## config.mk

```make
export PLATFORM = sky130hd
export DESIGN_NAME = wt_l1_cache
export DESIGN_NICKNAME = d
export VERILOG_FILES = /design/src/rtl/l1c_pkg.sv /design/src/rtl/l1c_array.sv /design/src/rtl/l1c_ctrl.sv /design/src/rtl/wt_l1_cache.sv
export SDC_FILE = /design/constraint.sdc
export NUM_CORES = 2
export LEC_CHECK = 0
export BUFFER_PORTS_ARGS = -buffer_cell sky130_fd_sc_hd__buf_2
export CAP_MARGIN = 20
export CORE_MARGIN = 2
export CORE_UTILIZATION = 37
export CTS_CLUSTER_SIZE = 14
export DETAILED_ROUTE_END_ITERATION = 10
export PLACE_DENSITY = 0.55
export SYNTH_ARGS = -nofsm -noshare
export SYNTH_HDL_FRONTEND = slang
export SYNTH_SLANG_ARGS = --single-unit
```

## constraint.sdc

```tcl
create_clock -name clk_i -period 9.8 [get_ports clk_i]
set_input_delay 2.94 -clock clk_i [delete_from_list [all_inputs] [get_ports clk_i]]
set_output_delay 2.94 -clock clk_i [all_outputs]
set_load 0.005 [all_outputs]
```

## src/rtl/l1c_pkg.sv

```systemverilog
package l1c_pkg;
  typedef enum logic [1:0] {
    OP_LOAD  = 2'b00,
    OP_STORE = 2'b01,
    OP_AMO   = 2'b10
  } op_e;

  typedef enum logic [1:0] {
    ST_IDLE = 2'b00,
    ST_REQ  = 2'b01,
    ST_WAIT = 2'b10
  } state_e;
endpackage

```

## src/rtl/l1c_array.sv

```systemverilog
module l1c_array #(
  parameter int LINES  = 64,
  parameter int TAG_W  = 24,
  parameter int DATA_W = 32,
  localparam int IDX_W = $clog2(LINES)
) (
  input  logic              clk_i,
  input  logic              rst_ni,
  input  logic              clr_all_i,
  input  logic [IDX_W-1:0]  rd_idx_i,
  output logic              rd_valid_o,
  output logic [TAG_W-1:0]  rd_tag_o,
  output logic [DATA_W-1:0] rd_data_o,
  input  logic              wr_en_i,
  input  logic [IDX_W-1:0]  wr_idx_i,
  input  logic [TAG_W-1:0]  wr_tag_i,
  input  logic [DATA_W-1:0] wr_data_i,
  input  logic              inv_en_i,
  input  logic [IDX_W-1:0]  inv_idx_i
);
  logic [LINES-1:0]  valid_q;
  logic [TAG_W-1:0]  tag_q  [LINES];
  logic [DATA_W-1:0] data_q [LINES];

  for (genvar g = 0; g < LINES; g++) begin : g_line
    always_ff @(posedge clk_i or negedge rst_ni) begin
      if (!rst_ni)                                  valid_q[g] <= 1'b0;
      else if (clr_all_i)                           valid_q[g] <= 1'b0;
      else if (wr_en_i && wr_idx_i == IDX_W'(g))    valid_q[g] <= 1'b1;
      else if (inv_en_i && inv_idx_i == IDX_W'(g))  valid_q[g] <= 1'b0;
    end

    always_ff @(posedge clk_i) begin
      if (wr_en_i && wr_idx_i == IDX_W'(g)) begin
        tag_q[g]  <= wr_tag_i;
        data_q[g] <= wr_data_i;
      end
    end
  end

  assign rd_valid_o = valid_q[rd_idx_i];
  assign rd_tag_o   = tag_q[rd_idx_i];
  assign rd_data_o  = data_q[rd_idx_i];
endmodule

```

## src/rtl/l1c_ctrl.sv

```systemverilog
module l1c_ctrl
  import l1c_pkg::*;
#(
  parameter int ADDR_W = 32,
  parameter int DATA_W = 32,
  parameter int IDX_W  = 6,
  localparam int TAG_W = ADDR_W - IDX_W - 2
) (
  input  logic              clk_i,
  input  logic              rst_ni,
  input  logic              flush_i,
  input  logic              req_valid_i,
  output logic              req_ready_o,
  input  logic [1:0]        req_op_i,
  input  logic              req_bypass_i,
  input  logic [ADDR_W-1:0] req_addr_i,
  input  logic [DATA_W-1:0] req_wdata_i,
  output logic              resp_valid_o,
  output logic [DATA_W-1:0] resp_data_o,
  output logic              l2_req_valid_o,
  input  logic              l2_req_ready_i,
  output logic [1:0]        l2_req_op_o,
  output logic [ADDR_W-1:0] l2_req_addr_o,
  output logic [DATA_W-1:0] l2_req_wdata_o,
  input  logic              l2_resp_valid_i,
  input  logic [DATA_W-1:0] l2_resp_data_i,
  output logic [IDX_W-1:0]  arr_rd_idx_o,
  input  logic              arr_valid_i,
  input  logic [TAG_W-1:0]  arr_tag_i,
  input  logic [DATA_W-1:0] arr_data_i,
  output logic              wr_en_o,
  output logic [IDX_W-1:0]  wr_idx_o,
  output logic [TAG_W-1:0]  wr_tag_o,
  output logic [DATA_W-1:0] wr_data_o,
  output logic              inv_en_o,
  output logic [IDX_W-1:0]  inv_idx_o
);
  state_e            state_q;
  logic [1:0]        op_q;
  logic [ADDR_W-1:0] addr_q;
  logic [DATA_W-1:0] wdata_q;
  logic              fill_q;
  logic              resp_valid_q;
  logic [DATA_W-1:0] resp_data_q;

  logic [TAG_W-1:0]  req_tag;
  logic [IDX_W-1:0]  req_idx;
  logic              hit, acc, is_ld, local_hit;

  assign req_tag   = req_addr_i[ADDR_W-1 -: TAG_W];
  assign req_idx   = req_addr_i[IDX_W+1:2];
  assign arr_rd_idx_o = req_idx;
  assign hit       = arr_valid_i && (arr_tag_i == req_tag);
  assign req_ready_o = (state_q == ST_IDLE) && !flush_i;
  assign acc       = req_valid_i && req_ready_o;
  assign is_ld     = (req_op_i == OP_LOAD);
  assign local_hit = acc && is_ld && !req_bypass_i && hit;

  // bypass loads and atomics drop any stale local copy
  assign inv_en_o  = acc && hit && ((req_op_i == OP_AMO) || (is_ld && req_bypass_i));
  assign inv_idx_o = req_idx;

  always_comb begin
    if (state_q == ST_WAIT) begin
      wr_en_o   = l2_resp_valid_i && fill_q && !flush_i;
      wr_idx_o  = addr_q[IDX_W+1:2];
      wr_tag_o  = addr_q[ADDR_W-1 -: TAG_W];
      wr_data_o = l2_resp_data_i;
    end else begin
      wr_en_o   = acc && (req_op_i == OP_STORE) && hit;
      wr_idx_o  = req_idx;
      wr_tag_o  = req_tag;
      wr_data_o = req_wdata_i;
    end
  end

  assign l2_req_valid_o = (state_q == ST_REQ);
  assign l2_req_op_o    = op_q;
  assign l2_req_addr_o  = addr_q;
  assign l2_req_wdata_o = wdata_q;
  assign resp_valid_o   = resp_valid_q;
  assign resp_data_o    = resp_data_q;

  always_ff @(posedge clk_i or negedge rst_ni) begin
    if (!rst_ni) begin
      state_q      <= ST_IDLE;
      op_q         <= '0;
      addr_q       <= '0;
      wdata_q      <= '0;
      fill_q       <= 1'b0;
      resp_valid_q <= 1'b0;
      resp_data_q  <= '0;
    end else begin
      resp_valid_q <= 1'b0;
      unique case (state_q)
        ST_IDLE: begin
          if (local_hit) begin
            resp_valid_q <= 1'b1;
            resp_data_q  <= arr_data_i;
          end else if (acc) begin
            op_q    <= req_op_i;
            addr_q  <= req_addr_i;
            wdata_q <= req_wdata_i;
            fill_q  <= is_ld && !req_bypass_i;
            state_q <= ST_REQ;
          end
        end
        ST_REQ: begin
          if (l2_req_ready_i) begin
            if (op_q == OP_STORE) begin
              resp_valid_q <= 1'b1;
              resp_data_q  <= '0;
              state_q      <= ST_IDLE;
            end else begin
              state_q <= ST_WAIT;
            end
          end
        end
        ST_WAIT: begin
          if (l2_resp_valid_i) begin
            resp_valid_q <= 1'b1;
            resp_data_q  <= l2_resp_data_i;
            state_q      <= ST_IDLE;
          end
        end
        default: state_q <= ST_IDLE;
      endcase
      // a flush while a miss is outstanding must not let the fill revive the line
      if (flush_i) fill_q <= 1'b0;
    end
  end
endmodule

```

## src/rtl/wt_l1_cache.sv

```systemverilog
module wt_l1_cache #(
  parameter int ADDR_W = 32,
  parameter int DATA_W = 32,
  parameter int LINES  = 64
) (
  input  logic              clk_i,
  input  logic              rst_ni,
  input  logic              flush_i,
  input  logic              req_valid_i,
  output logic              req_ready_o,
  input  logic [1:0]        req_op_i,
  input  logic              req_bypass_i,
  input  logic [ADDR_W-1:0] req_addr_i,
  input  logic [DATA_W-1:0] req_wdata_i,
  output logic              resp_valid_o,
  output logic [DATA_W-1:0] resp_data_o,
  output logic              l2_req_valid_o,
  input  logic              l2_req_ready_i,
  output logic [1:0]        l2_req_op_o,
  output logic [ADDR_W-1:0] l2_req_addr_o,
  output logic [DATA_W-1:0] l2_req_wdata_o,
  input  logic              l2_resp_valid_i,
  input  logic [DATA_W-1:0] l2_resp_data_i
);
  localparam int IDX_W = $clog2(LINES);
  localparam int TAG_W = ADDR_W - IDX_W - 2;

  logic              arr_valid;
  logic [TAG_W-1:0]  arr_tag;
  logic [DATA_W-1:0] arr_data;
  logic [IDX_W-1:0]  rd_idx, wr_idx, inv_idx;
  logic              wr_en, inv_en;
  logic [TAG_W-1:0]  wr_tag;
  logic [DATA_W-1:0] wr_data;

  l1c_ctrl #(.ADDR_W(ADDR_W), .DATA_W(DATA_W), .IDX_W(IDX_W)) u_ctrl (
    .clk_i, .rst_ni, .flush_i,
    .req_valid_i, .req_ready_o, .req_op_i, .req_bypass_i, .req_addr_i, .req_wdata_i,
    .resp_valid_o, .resp_data_o,
    .l2_req_valid_o, .l2_req_ready_i, .l2_req_op_o, .l2_req_addr_o, .l2_req_wdata_o,
    .l2_resp_valid_i, .l2_resp_data_i,
    .arr_rd_idx_o (rd_idx),
    .arr_valid_i  (arr_valid),
    .arr_tag_i    (arr_tag),
    .arr_data_i   (arr_data),
    .wr_en_o      (wr_en),
    .wr_idx_o     (wr_idx),
    .wr_tag_o     (wr_tag),
    .wr_data_o    (wr_data),
    .inv_en_o     (inv_en),
    .inv_idx_o    (inv_idx)
  );

  l1c_array #(.LINES(LINES), .TAG_W(TAG_W), .DATA_W(DATA_W)) u_array (
    .clk_i, .rst_ni,
    .clr_all_i  (flush_i),
    .rd_idx_i   (rd_idx),
    .rd_valid_o (arr_valid),
    .rd_tag_o   (arr_tag),
    .rd_data_o  (arr_data),
    .wr_en_i    (wr_en),
    .wr_idx_i   (wr_idx),
    .wr_tag_i   (wr_tag),
    .wr_data_i  (wr_data),
    .inv_en_i   (inv_en),
    .inv_idx_i  (inv_idx)
  );
endmodule

```

==> impl_metrics.json <==
{
  "status": "finished clean",
  "synthesis.nets": 6820,
  "syn-cell-area_um2": 147000,
  "holdBufCountCts": 0,
  "finalSetupViolations": 0,
  "hp-class": "flop to flop",
  "cp-end-kind": "flop",
  "place.port_buffers": 205,
  "grt_max_degree": 95,
  "vias_per_cell": 5.84,
  "area_growth_pct": 15.7,
  "crit_fanout": 57,
  "wire_per_inst_um": 34.2,
  "yosysSeqAreaShare": 0.761,
  "worstSetupStartpointType": "input pin",
  "ys_ff_latch": 3750,
  "p_per_area_nw_per_um2": 220,
  "synth_async_sr_flop_share": 0.0443,
  "crit_path_start": "req_addr_i[3]",
  "r2r-end": "u_array.data_q[33][28]",
  "hold_path_depth": 1,
  "grt_pass1_wl_mm": 610,
  "post_cts_resized": 0,
  "drt_first_pass_iters": 5,
  "ant_nets": 0,
  "post-cts-setup-buffers": 0,
  "antenna_found_initial": 18,
  "synthFlopType": "edfxtp_1",
  "die_height_um": 634,
  "synth_edf_count": 3584,
  "r2r_cells": 14,
  "drc": 0,
  "num_io_pins": 206,
  "track_usage": 0.216,
  "irDropWorstVdd_mv": 0.207,
  "finClkSkew_ns": 0.101,
  "cts_buffers": 394,
  "finalMaxSlewViolations": 0,
  "relSlewSlack": 0.199,
  "final_util": 0.430,
  "place_hpwl_mm": 249,
  "clock_latency_ns": 0.97,
  "placedCellCount": 12100,
  "maxCapViolations": 0,
  "synth_cell_types": 76,
  "initial_utilization": 0.371,
  "drt_iter0_markers": 9490,
  "dieArea_um2": 402000,
  "fp.dieW_um": 634,
  "ys.warnings.count": 0,
  "coreArea_um2": 395000,
  "rsz0062_at_grt": "no",
  "critPathArrivalTime_ns": 9.06,
  "cts_tree": "yes",
  "fin_nets": 7377,
  "grt_pass1_vias": 75300,
  "tightest_slew_ns": 1.20,
  "placementRows": 231,
  "grt-ovfl-total": 0,
  "required_ns": 10.39,
  "max_freq_mhz": 118,
  "p_leak_nw": 54.0,
  "place_congestion": 0.841,
  "worst_r2r_startpoint": "u_array.tag_q[15][9]",
  "cts_max_level": 5,
  "hold_start": "u_ctrl.resp_data_o[17]",
  "finalHoldViolCount": 0,
  "finalNonFillerCells": 12900,
  "period_minus_slack_ns": 8.47,
  "min_to": "u_ctrl.resp_data_o[17]",
  "clock-root-buffer": "clkbuf_16",
  "setup_tns_ns": 0,
  "cts_sinks": 3750,
  "drive_gt1_frac": 0.302,
  "dr_total_vias": 75100,
  "clock_path_buffers": 4,
  "netlist_instances": 6710,
  "nFillCells": 34000,
  "postRouteWirelength_mm": 440,
  "clkTransAtPathRegs_ns": 0.06,
  "post-route-period-util": 0.864,
  "rrSetupSlack_ns": 4.34,
  "postSynthAreaPerCell_um2": 21.9,
  "critPathKind": "input pin to flop"
}
==> sequential cells by signal, summed over array words and instances, names as in the netlist <==
register and flops:
u_array.data_q 2048, u_array.tag_q 1536, u_array.valid_q 64, u_ctrl.l2_req_addr_o 32
u_ctrl.l2_req_wdata_o 32, u_ctrl.resp_data_o 32, u_ctrl.l2_req_op_o 2, u_ctrl.state_q 2
u_ctrl.fill_q 1, u_ctrl.resp_valid_o 1
==> final cells by class <==
cell class	count	area, um^2	share of cell area
inverter	58	230	0.00136
antenna	21	52.6	0.000309
clock inverter	242	2350	0.0139
multi-input combinational	2502	33500	0.198
tap	5242	6560	0.0386
clock buffer	487	10300	0.0608
sequential	3750	112000	0.658
timing repair buffer	561	5010	0.0295
==> stage by stage <==
stage / cell area (um^2) / power (mW) / hold WS [ns] / worst slack (ns)
after global placement: 157000 / 22.9 / 0.484 / 0.548
after CTS: 170000 / 37.7 / 0.504 / 1.60
after detailed placement: 157000 / 23.0 / 0.490 / 0.554
after global routing: 170000 / 38.5 / 0.507 / 1.28
after floorplan: 147000 / 21.2 / 0.496 / -0.521
final: 170000 / 37.4 / 0.500 / 1.33
==> where the power goes <==
part	internal, mW	switching [mW]
registers	18.7	0.184
clock network	8.45	6.33
logic	1.22	2.53
==> worst max-delay path, cell delays in order <==
cell	delay, ns
buf_8	0.50
nor2b_2	0.97
buf_4	0.29
a22oi_1	0.11
a21oi_1	0.25
a211oi_1	0.13
a22o_1	0.31
a2111oi_0	0.73
o2111ai_1	0.40
or4_2	0.91
o32ai_2	0.58
nor2b_4	0.28
buf_4	0.46
==> cell usage in the layout (no fill, tap or decap), drive strengths merged, types with 14 or more instances in the layout <==
cell      instances
mux2            171
inv              73
a32o             64
bufinv           36
a211oi           14
a221oi           36
mux4            902
diode            21
a22oi           132
buf             561
clkbuf          487
nand2           131
nor3             31
edfxtp         3584
a21oi            82
clkinvlp         17
o22ai            45
mux2i           357
or4              68
nor2b            23
dfrtp           166
o21ai            78
clkinv          174
o221ai           16
nor2             60
and2             20
nand3            92
==> synth_stat cells (11+ instances only) <==
cell type  count  area share
xor2_1        11     0.00066
nor3_1        30      0.0010
a211oi_1      14     0.00072
o22ai_1       45      0.0019
inv_1         54      0.0014
a21oi_1       82      0.0028
or4_1         68      0.0035
edfxtp_1    3584        0.73
buf_4         47      0.0024
buf_6         37      0.0028
buf_1         81      0.0021
buf_2         56      0.0019
and2_1        19     0.00081
mux2_2       141       0.011
nor2b_1       23     0.00098
a32o_1        64      0.0044
nor2_1        59      0.0015
nand3_1       92      0.0031
mux2i_1      357       0.024
clkbuf_1     177      0.0045
dfrtp_1      166       0.028
mux2_4        30      0.0031
o21ai_0       75      0.0026
nand4_1       11     0.00047
o221ai_1      16     0.00095
a221oi_1      36      0.0021
a22oi_1      132      0.0067
nand2_1      131      0.0033
mux4_2       901        0.14
==> cell families (layout without fill, tap and decap cells) <==
group / after synthesis / count (layout) / synth area share
AO/OA/AOI/OAI: 539 / 539 / 0.0266
XOR/XNOR: 20 / 20 / 0.00119
adder cells (fa/ha/maj): 5 / 5 / 0.000426
buffers and inverters: 458 / 1348 / 0.0155
flip-flops: 3750 / 3750 / 0.761
multiplexers: 1430 / 1430 / 0.177
other: 0 / 21 / 0
AND/OR/NAND/NOR: 508 / 508 / 0.0184
==> routing by layer <==
layer,GRT usage,part of all wire
met5,0,0
met4,0.0740,0.038
met3,0.0301,0.071
met2,0.351,0.48
met1,0.299,0.41
==> worst max-delay path by stage <==
stage | to | slack (ns)
floorplan | u_array.data_q[20][0] | -0.52
global placement | u_array.data_q[53][22] | 0.55
detailed placement | u_array.data_q[53][22] | 0.55
CTS | u_array.data_q[37][29] | 1.60
global route | u_array.data_q[37][28] | 1.28
finish | u_array.data_q[53][24] | 1.33
No activity file was read; power rests on OpenSTA's default activity.
